===== src/rtl/rst_supervisor.sv =====
module rst_supervisor #(
  parameter int N_SUP       = 4,
  parameter int TICK_CYCLES = 100000,
  parameter int BASE_MS     = 50,
  parameter int WDOG_MS     = 1600,
  parameter int FILT_CYCLES = 100,
  parameter bit ACTIVE_HIGH = 1'b0
) (
  input  logic             clk,
  input  logic             rst_n,
  input  logic [N_SUP-1:0] supply_ok,
  input  logic             mr_n,
  input  logic             wdi,
  input  logic             wd_en,
  input  logic [1:0]       tsel,
  output logic             rst_out
);
  localparam int TW  = (TICK_CYCLES > 1) ? $clog2(TICK_CYCLES) : 1;
  localparam int MSW = $clog2(BASE_MS * 8);
  localparam int WW  = $clog2(WDOG_MS + 1);
  localparam int FW  = $clog2(FILT_CYCLES + 1);

  logic [TW-1:0]  pre;
  logic [1:0]     mr_sy;
  logic [2:0]     wd_sy;
  logic [FW-1:0]  flt;
  logic [WW-1:0]  wd_cnt;
  logic [MSW-1:0] ms_cnt;
  logic           rst_act;

  wire tick     = (pre == TW'(TICK_CYCLES - 1));
  wire mr_act   = (flt == FW'(FILT_CYCLES));
  wire wd_edge  = wd_sy[2] ^ wd_sy[1];
  wire cause    = ~(&supply_ok) | mr_act;
  wire wd_clr   = ~wd_en | rst_act | mr_act | wd_edge;
  wire wd_exp   = ~wd_clr & tick & (wd_cnt == WW'(WDOG_MS - 1));
  wire [MSW-1:0] per_m1 = (MSW'(BASE_MS) << tsel) - MSW'(1);

  assign rst_out = ACTIVE_HIGH ? rst_act : ~rst_act;

  always_ff @(posedge clk) begin
    if (!rst_n) begin
      pre   <= '0;
      mr_sy <= 2'b11;
      wd_sy <= 3'b000;
    end else begin
      pre   <= tick ? '0 : pre + TW'(1);
      mr_sy <= {mr_sy[0], mr_n};
      wd_sy <= {wd_sy[1:0], wdi};
    end
  end

  always_ff @(posedge clk) begin
    if (!rst_n || mr_sy[1]) flt <= '0;
    else if (!mr_act)       flt <= flt + FW'(1);
  end

  always_ff @(posedge clk) begin
    if (!rst_n || wd_clr) wd_cnt <= '0;
    else if (tick)        wd_cnt <= wd_exp ? '0 : wd_cnt + WW'(1);
  end

  always_ff @(posedge clk) begin
    if (!rst_n || cause || wd_exp) begin
      rst_act <= 1'b1;
      ms_cnt  <= '0;
    end else if (rst_act && tick) begin
      if (ms_cnt == per_m1) begin
        rst_act <= 1'b0;
        ms_cnt  <= '0;
      end else begin
        ms_cnt <= ms_cnt + MSW'(1);
      end
    end
  end

  p_supply_asserts_r1: assert property (@(posedge clk) disable iff (!rst_n)
    !(&supply_ok) |=> rst_act);
  p_no_early_release_r2: assert property (@(posedge clk) disable iff (!rst_n)
    $fell(rst_act) |-> ($past(&supply_ok) && !$past(mr_act)));
  p_mr_needs_low_r5: assert property (@(posedge clk) disable iff (!rst_n)
    $rose(mr_act) |-> $past(!mr_sy[1]));
  p_wd_no_overflow_r6: assert property (@(posedge clk) disable iff (!rst_n)
    wd_cnt < WW'(WDOG_MS));
  p_wd_off_r9: assert property (@(posedge clk) disable iff (!rst_n)
    (!wd_en && $past(!wd_en)) |-> (wd_cnt == '0));
  p_mr_holds_r4: assert property (@(posedge clk) disable iff (!rst_n)
    mr_act |=> rst_act);
endmodule


===== config.mk =====
export PLATFORM = sky130hd
export DESIGN_NAME = rst_supervisor
export DESIGN_NICKNAME = d
export VERILOG_FILES = /design/src/rtl/rst_supervisor.sv
export SDC_FILE = /design/constraint.sdc
export NUM_CORES = 1
export LEC_CHECK = 0
export BUFFER_PORTS_ARGS = -buffer_cell sky130_fd_sc_hd__buf_4
export CAP_MARGIN = 25
export CORE_MARGIN = 4
export CORE_UTILIZATION = 60
export DETAILED_ROUTE_END_ITERATION = 12
export GPL_TIMING_DRIVEN = 0
export PLACE_DENSITY = 0.78
export SETUP_SLACK_MARGIN = 0.05
export SLEW_MARGIN = 20
export SYNTH_ARGS = -nofsm -noshare
export SYNTH_HDL_FRONTEND = slang
export SYNTH_SLANG_ARGS = --single-unit

===== constraint.sdc =====
create_clock -name clk -period 3.7 [get_ports clk]
set_input_delay 0.37 -clock clk [delete_from_list [all_inputs] [get_ports clk]]
set_output_delay 0.37 -clock clk [all_outputs]
set_load 0.02 [all_outputs]

* Yosys cells after proc, flatten, opt, wreduce, memory -nomap -nowiden *
Cells that the tools add are included.

storage, ports and cells
  bits in registers = 50
  latch bits = 0
  bits in writable memories = 0
  memory bits (read-only) = 0
  input bits = 11
  output and inout port bits = 1
  logic and storage cells = 40
  memories kept = 0

cells by class
  add/sub/neg operators = 5
  multiply operators = 0
  divide/modulo/power cells = 0
  magnitude comparators = 0
  equal/unequal tests = 4
  shifts and indexed selects = 1
  muxes and demuxes = 2
  bitwise operators = 12
  reduce and logical (&&, ||, !) cells = 9

operators with widths
  kind                                               number
  adder 17 x 1 -> 17 bit (second input constant)     1
  == test 17 bit (second input constant)             1
  adder 11 x 1 -> 11 bit (second input constant)     1
  == test 11 bit (second input constant)             1
  two-way mux 11 bit                                 1
  adder 9 x 1 -> 9 bit (second input constant)       1
  == test 9 bit                                      1
  two-way mux 9 bit                                  1
  left shift 6 x 2 -> 9 bit (first input constant)   1
  subtractor 9 x 2 -> 9 bit (second input constant)  1
  adder 7 x 1 -> 7 bit (second input constant)       1
  == test 7 bit (second input constant)              1
  NOT 1 bit                                          5
  logical OR 1 bit                                   4
  OR 1 bit                                           4
  AND reduction 4 bit                                1
  bitwise AND 1 bit                                  2
  AND reduction 2 bit                                1
  OR reduction 2 bit                                 1
  logical AND 1 bit                                  1
  zero test 1 bit                                    1
  XOR 1 bit                                          1

* Logic depth before layout (Yosys ltp) *
Gate-level depths: netlist of the first run.

  word-level depth = 8
  depth in mapped cells = 8
  mapped depth without buffers = 6

* Worst setup path after synthesis of the first run *
No wires, ideal clock.

  kind = reg-to-reg
  start = reg pre[0]
  end = reg rst_act
  library setup time = 135 ps
  arrival = 1687 ps
  required time = 3565 ps
  setup slack = 1878 ps
  cell stages (with the launch flop) = 9
  buffers on the path = 3
  period minus slack after synthesis = 1822 ps
  path through = dfxtp_1 > ha_1 > and4_1 > buf_4 > and4_1 > clkbuf_1 > a41o_1 > buf_2 > o21bai_1

on the way
  word-level cells in the longest chain between the ends = 4
  elaborated cells between the ends (all ways) = 6
  classes of those cells = eq/ne: 1; bitwise: 2; reduce/logical: 3

RTL lines
  element                          RTL line  text
  from (decl)                      23        logic [TW-1:0] pre;
  from (signal assigned)           47        pre <= tick ? '0 : pre + TW'(1);
  == test 17 bit *                 31        wire tick = (pre == TW'(TICK_CYCLES - 1));
  bitwise AND 1 bit (2 in series)  36        wire wd_exp = ~wd_clr & tick & (wd_cnt == WW'(WDOG_MS - 1));
  logical OR 1 bit                 64        if (!rst_n || cause || wd_exp) begin
  to (signal assigned)             65        rst_act <= 1'b1;
  to (signal assigned)             69        rst_act <= 1'b0;
  to (decl)                        29        logic rst_act;

Mark *: on every way between the ends. The rest lies on a longest branch, timed or not.
A chain may end at the register's enable or synchronous reset.

* Worst setup path in the final report of the first run *
  start = reg pre[0]
  end = reg ms_cnt[7]

on the way
  word-level cells in the longest chain between the ends = 4
  elaborated cells between the ends (all ways) = 5
  classes of those cells = eq/ne: 1; bitwise: 2; reduce/logical: 2

RTL lines
  element                          RTL line  text
  == test 17 bit *                 31
  bitwise AND 1 bit (2 in series)  36
  logical OR 1 bit                 64
  to (signal assigned)             72        ms_cnt <= ms_cnt + MSW'(1);
  to (decl)                        28        logic [MSW-1:0] ms_cnt;

Marked as above.

==> summary.md, run 1 <==
| Metric | Value |
|---|---|
| CTS buffer count | `5` |
| Unrepaired setup endpoints after global routing | `false` |
| Post-Syn Instances | `about 270` |
| Ys async rst share | `0%` |
| Leakage | `just over 0.9 nW` |
| Setup violators final | `0` |
| Initial DRT Pass Iterations | `4` |
| Ranking of synthesized cells by area | `dfxtp_1 40%, o31ai_1 4.2%, or4_1 4.2%` |
| Total negative slack | `0 ns` |
| Nets | `310` |
| Status | `finished, final reports clean` |
| Gr ovfl total | `0` |
| R2R depth | `6` |
| EDFF count, synth | `0` |
| Worst Slack Setup Final | `around 1.5 ns` |
| Crit Path Max Fanout | `9` |
| Max-cap violations | `0` |
| Syn. warnings | `0` |
| Simple-gate share of the synthesized area | `~31%` |
| CTS root buf | `clkbuf_8` |
| Total die area | `approximately 5200 um^2` |
| Global Route Usage Sum | `a little over a fifth` |
| Filler cell count in the final layout | `between 300 and 400` |
| Synth Area in Adders | `~3.5%` |
| Cts repair resizes | `0` |
| Antenna diodes | `0` |
| Synth top area share | `roughly two fifths` |
| Syn Nets | `just under 300` |
| Die height | `72.4 um` |
| VDD IR max | `between 0.3 and 0.4 mV` |
| Hpwl dp | `~3600 um` |
| H-tree levels | `2` |
| Ratio of final minimum period to clock period | `roughly 60%` |
| Fmax | `between 400 and 500 MHz` |
| Layout area overhead | `11.6%` |
| Synthesis-stage register bit count | `50` |
| Final Max Slew Viols | `0` |
| Worst-Margin Slew | `~0.89 ns` |
| Port Buffers | `11` |
| Initial antenna violation count | `0` |
| Fin crit period | `roughly 2.2 ns` |
| Proportion of layout cells with a drive suffix above 1 | `roughly 12%` |
| CP required | `around 3.9 ns` |
| Clock Latency Late Sink | `roughly 0.3 ns` |
| Largest net degree at the start of global routing | `16` |
| CTS tree | `yes` |
| Crit Path Class | `flop to flop` |
| Post-CTS Setup Bufs | `0` |
| Total Power | `between 0.001 and 0.0015 W` |
| CP Capture Type | `flop` |
| CORE AREA | `approximately 4000 um^2` |
| Startpoint Class | `flop` |
| Starting Density | `between 60 and 70%` |
| Slew HR | `between 40% and 50%` |
| Synthesized cell area | `around 2500 um^2` |
| CTS Sinks | `50` |
| Rows | `23` |
| Vias after detailed routing | `approximately 2,100` |
| Die W | `72.4 um` |
| Largest family of logic cells by synthesized area | `simple AND/OR/NAND/NOR gates` |
| Synth Flop Type | `dfxtp_1` |
| Register area share after synthesis | `roughly 40%` |
| CP Data Arrival Time | `about 2.4 ns` |
| Worst Skew | `0.00999 ns` |
| Global-route wire length before repair | `about 9000 um` |
| Vias in the first global route | `~2,100` |
| Vias per cell | `roughly 6.1` |
| Mean Syn Cell Area | `slightly above 9 um^2` |
| Synth unique cells | `45` |
| # IOs | `12` |
| Worst Hold Class | `primary input to flop` |
| PwrDens | `approximately 380 nW/um^2` |
| Compound-Gate Fraction of Synth Area | `a little over an eighth` |
| Place WS | `between 1 and 1.5 ns` |
| Global placer's final weighted congestion | `around 0.83` |
| DRT iter0 DRCs | `159` |
| Clock slew at reported path FFs | `roughly 0.090 ns` |
| Clock Tree Buf Depth | `2` |
| Hold Fails Final Rpt | `0` |
| Cts hold-fix bufs | `0` |
| Final wirelength | `just over 5000 um` |
| Post-DR wirelength/cell | `approximately 15 um` |
| Post-synthesis mux area share | `less than 1%` |
| DR DRC count | `0` |
| Synth area leader | `dfxtp_1` |
| WHS Path Cells | `2` |
| Xor and xnor fraction of the mapped netlist area | `under 10%` |
| Final antenna-violating net count | `0` |
-- worst max-delay path, cell delays in order (launching register included) --
cell      delay (ns)
dfxtp_1         0.38
ha_1            0.22
and4_1          0.18
buf_4           0.17
nand4_2         0.19
nor4_2          0.82
a211oi_1        0.10
-- Yosys cell counts (2+ instances only) --
cell	count
nand2_1	14
nor4_1	3
and4_1	5
o31ai_1	14
or3_1	4
nand4_2	3
dfxtp_1	50
or4_1	14
a31o_2	2
nand3_1	16
nor2_1	21
clkbuf_1	4
nand4_1	9
xnor2_1	12
and3_1	8
o21ai_0	6
nor4_2	2
and4b_1	2
o211ai_1	2
nor3_1	6
a21oi_1	14
xor2_1	9
a211oi_1	6
inv_1	10
ha_1	7
buf_2	4
a211oi_2	2
nand2b_1	3
and2_1	6
-- through the flow --
stage	hold slack, ns	utilization (%)	instance area [um^2]	instances
floorplan	0.386	-	2490	274
global placement	0.388	65.8	2630	335
detailed placement	0.395	65.8	2630	335
CTS	0.236	69.3	2770	343
global route	0.251	69.3	2770	343
finish	0.244	69.3	2770	343
-- where the power goes --
part	internal, W	switching [W]	leakage, nW
Sequential	0.000543	0.00000397	0.404
Clock	0.000288	0.000182	0.0714
Combinational	0.0000147	0.0000127	0.454
Total	0.000846	0.000198	0.930
-- cells in the final DEF, fill, tap and decap left out, drive strengths merged, types with 3 or more instances in the layout --
cell,netlist,layout
or4,14,14
nand4,12,12
a211oi,8,8
buf,5,16
nor3,6,6
xnor2,12,12
and4,5,5
nand2b,3,3
ha,7,7
o31ai,14,14
dfxtp,50,50
nor2,21,21
inv,10,10
clkbuf,5,11
xor2,9,9
or3,4,4
a21oi,14,14
o21ai,6,6
nor4,5,5
and3,8,8
nand3,16,16
and2,6,6
nand2,14,14
-- flip-flops by register name, summed over array words and instances (netlist names) --
name	flops
ms_cnt	9
wd_cnt	11
wd_sy	3
mr_sy	2
pre	17
flt	7
rst_act	1
-- path summary, 6_finish.rpt --
kind / startpoint / endpoint / slack (ns)
max: pre[0] / ms_cnt[7] / 1.47
min reg2reg: mr_sy[0] / mr_sy[1] / 0.41
max reg2reg: pre[0] / ms_cnt[7] / 1.47
min: mr_n / mr_sy[0] / 0.24
-- cell type report --
type                    count  area [um^2]  area share (%)
clock inverters             2         60.1            2.17
clock buffers               6         82.6            2.98
multi-input cells         204         1400            50.5
inverters                  10         37.5            1.35
repair buffers             11         82.6            2.98
flip-flops and latches     50         1000            36.1
well taps                  50         62.6            2.26
plain buffers              10         47.5            1.71
-- layer usage --
layer  up-vias  part of all wire (%)  GRT usage, %
li1       1064                     -             -
met1       980                    46          26.9
met2        42                    48          35.8
met3         9                   4.1          3.05
met4         0                   2.0          9.43
met5         -                     0             0
-- logic make-up after synthesis --
| family | count (synthesis) |
|---|---|
| compound gates | 50 |
| xor+xnor | 21 |
| fa+ha+maj | 7 |
| buf+inv | 20 |
| flops | 50 |
| mux | 1 |
| simple gates | 125 |
Power figures use the tool's default switching activity.
==> inputs of run 2 (changes only) <==
ABC_AREA = 1   (was default)
clock period = 2.1 ns   (was 3.7 ns; I/O delays follow)
==> run 2 against run 1 <==
Worst setup slack worse by 0.94 ns; sequential cell count stayed put; register-to-register slack lost 0.94 ns; clock skew decreased by 0.0026 ns; non-clock buffer count decreased by 6; clock-buffer cell count decreased by 1; sequential power increased by 76%; maximum frequency increased by 42%; routed wire length shrank 7.8%; global-route usage decreased by 2.8 points; die area is 9.2% higher; largest cell class unchanged.
==> summary.md, run 2 <==
| Metric | Value |
|---|---|
| Status | `finished, final reports clean` |
| Global-route wire length before repair | `around 8300 um` |
| Post-DR wirelength/cell | `around 10 um` |
| Internal power | `around 0.0012 W` |
| Ranking of synthesized cells by area | `dfxtp_1 36%, nand2_1 12%, inv_1 7.7%` |
| Flop pwr share | `between 60 and 70%` |
| Clock Tree Buf Depth | `2` |
| CP Data Arrival Time | `~1.8 ns` |
| CTS tree | `yes` |
| Synth area leader | `dfxtp_1` |
| Synth unique cells | `34` |
| Nets | `about 420` |
| Crit Path Class | `flop to flop` |
| Synth top area share | `36.5%` |
| Largest net degree at the start of global routing | `16` |
| Slew HR | `between 70% and 80%` |
| Vias after detailed routing | `2,299` |
| EDFF count, synth | `0` |
| Worst Skew | `roughly 0.0074 ns` |
| Die height | `about 76 um` |
| CP required | `2.34 ns` |
| Vias in the first global route | `2,035` |
| Total negative slack | `0 ns` |
| Synth cell count leaders | `85 x nand2_1, 56 x inv_1, 50 x dfxtp_1, 45 x nor2_1, 31 x nand3_1` |
| Initial DRT Pass Iterations | `4` |
| Final antenna-violating net count | `0` |
| H-tree levels | `2` |
| # IOs | `12` |
| CTS Sinks | `50` |
| Antenna diodes | `0` |
| Final Max Slew Viols | `0` |
| Crit Path Max Fanout | `4` |
| CP Capture Type | `flop` |
| CORE AREA | `between 4000 and 5000 um^2` |
| Cts repair resizes | `0` |
| Total die area | `around 5700 um^2` |
| Mean Syn Cell Area | `7.05 um^2` |
| Ys async rst share | `0%` |
| Commonest cells after routing, fill and taps aside | `85 x nand2_1, 56 x inv_1, 50 x dfxtp_1` |
| Worst-Margin Slew | `around 0.42 ns` |
| DR DRC count | `0` |
| Startpoint Class | `flop` |
| Hpwl dp | `around 3600 um` |
| Register area share after synthesis | `36.5%` |
| Cell area after layout | `roughly 3000 um^2` |
| DRT iter0 DRCs | `64` |
| Clock Latency Late Sink | `roughly 0.30 ns` |
| Leakage | `about 1.2 nW` |
| Port Buffers | `10` |
| Comb power frac | `around 3.5%` |
| Largest Register | `pre` |
| Syn Nets | `a little over 400` |
| Ratio of final minimum period to clock period | `between 70% and 80%` |
| Synthesized cell area | `~2700 um^2` |
| Post-CTS Setup Bufs | `0` |
| Initial antenna violation count | `0` |
| Switching share of power | `roughly 22%` |
| PwrDens | `between 500 and 600 nW/um^2` |
| Clock slew at reported path FFs | `approximately 0.090 ns` |
| Synthesis-stage register bit count | `50` |
| Rows | `24` |
| Cts hold-fix bufs | `0` |
| Worst Hold Class | `primary input to flop` |
| Gr ovfl total | `0` |
| Clock power frac | `a little over a third` |
| VDD IR max | `0.391 mV` |
| Starting Density | `approximately 63%` |
| Global Route Usage Sum | `between 10% and 20%` |
| Filler cell count in the final layout | `394` |
| Fmax | `638 MHz` |
| Count leader, synth | `nand2_1` |
| Switch Pwr | `~0.00035 W` |
| Proportion of layout cells with a drive suffix above 1 | `between 10% and 20%` |
| Die W | `about 76 um` |
| Syn. warnings | `0` |
| Layout area overhead | `8.17%` |
| Global placer's final weighted congestion | `~0.81` |
| Post-Syn Instances | `389` |
| CTS root buf | `clkbuf_8` |
| Final wirelength | `4690 um` |
| Dpl cell area | `slightly below 3000 um^2` |
| CTS buffer count | `5` |
| Largest register FFs | `17` |
| Vias per cell | `5.02` |
| Max-cap violations | `0` |
| Regs by FF count | `pre (17), wd_cnt (11), ms_cnt (9)` |
| Unrepaired setup endpoints after global routing | `false` |
| Setup violators final | `0` |
| Fin crit period | `1.57 ns` |
| Hold Fails Final Rpt | `0` |
| Synth Flop Type | `dfxtp_1` |
| Commonest non-fill, non-tap cell in the layout | `nand2_1` |
## run 2: cell types whose count changed after synthesis, moves of 8 or more
cell     delta
nand3_1    +15
nand2_1    +71
and3_1      -8
or4_1      -14
a21oi_1     +9
nor2_4      +9
nor2_1     +24
o31ai_1    -13
nand2_2    +10
inv_1      +46
nor2_2     +10
## run 2: power groups by stage
stage	combinational (W)	clock [W]	sequential, W
2_1_floorplan	0.0000323	0	0.000983
3_3_place_gp	0.0000519	0	0.000983
3_5_place_dp	0.0000549	0	0.000984
4_1_cts	0.0000553	0.000564	0.000961
5_1_grt	0.0000637	0.000592	0.000962
6_report	0.0000541	0.000546	0.000961
## run 2: worst max-delay path: stages, from the launching register on
cell and delay, ns:
dfxtp_1 0.36, ha_1 0.17, nand2_1 0.08, inv_2 0.08, nand2_1 0.10, nor2_1 0.18
nand3_1 0.17, nor2_1 0.19, nand2_1 0.07, a21oi_1 0.12
## run 2: cell type report
type	count	area (um^2)	share of cell area, %
multi-input cells	272	1450	48.9
flip-flops and latches	50	1000	33.7
inverters	62	236	7.97
repair buffers	10	75.1	2.53
clock buffers	5	68.8	2.32
well taps	52	65.1	2.19
plain buffers	5	55.1	1.86
clock inverters	2	15.0	0.506
## run 2: metrics by stage
step / hold slack (ns) / total power (W) / utilization, % / setup WS (ns) / cells
floorplan: 0.308 / 0.00102 / - / 0.663 / 389
global placement: 0.393 / 0.00104 / 65.8 / 0.544 / 451
detailed placement: 0.397 / 0.00104 / 65.8 / 0.531 / 451
CTS: 0.0817 / 0.00158 / 67.7 / 0.514 / 458
global route: 0.0916 / 0.00162 / 67.7 / 0.297 / 458
finish: 0.0930 / 0.00156 / 67.7 / 0.532 / 458
## run 2: per-layer routing
| layer | vias up | GRT usage [%] | share of wire [%] |
|---|---|---|---|
| met3 | 6 | 2.77 | 1.8 |
| met4 | 0 | 6.41 | 1.4 |
| li1 | 1251 | - | - |
| met2 | 13 | 30.8 | 48 |
| met1 | 1029 | 24.5 | 49 |
| met5 | - | 0 | 0 |
## run 2: final timing paths
kind                 start   endpoint  cells after the start  slack [ns]
hold / removal        mr_n   mr_sy[0]                      2        0.09
hold reg to reg   wd_sy[0]   wd_sy[1]                      2        0.42
setup reg to reg    pre[0]  ms_cnt[3]                      9        0.53
setup / recovery    pre[0]  ms_cnt[3]                      9        0.53
## run 2: cells by family (layout without fill, tap and decap cells)
| logic type | Yosys count | in the layout | synth area share, % |
|---|---|---|---|
| adders and majority gates | 7 | 7 | 3.19 |
| DFF | 50 | 50 | 36.5 |
| buffers and inverters | 67 | 84 | 10.6 |
| and+or+nand+nor | 216 | 216 | 38.5 |
| xor gates and xnor gates | 13 | 13 | 4.15 |
| AOI/OAI and AO/OA | 36 | 36 | 7.03 |
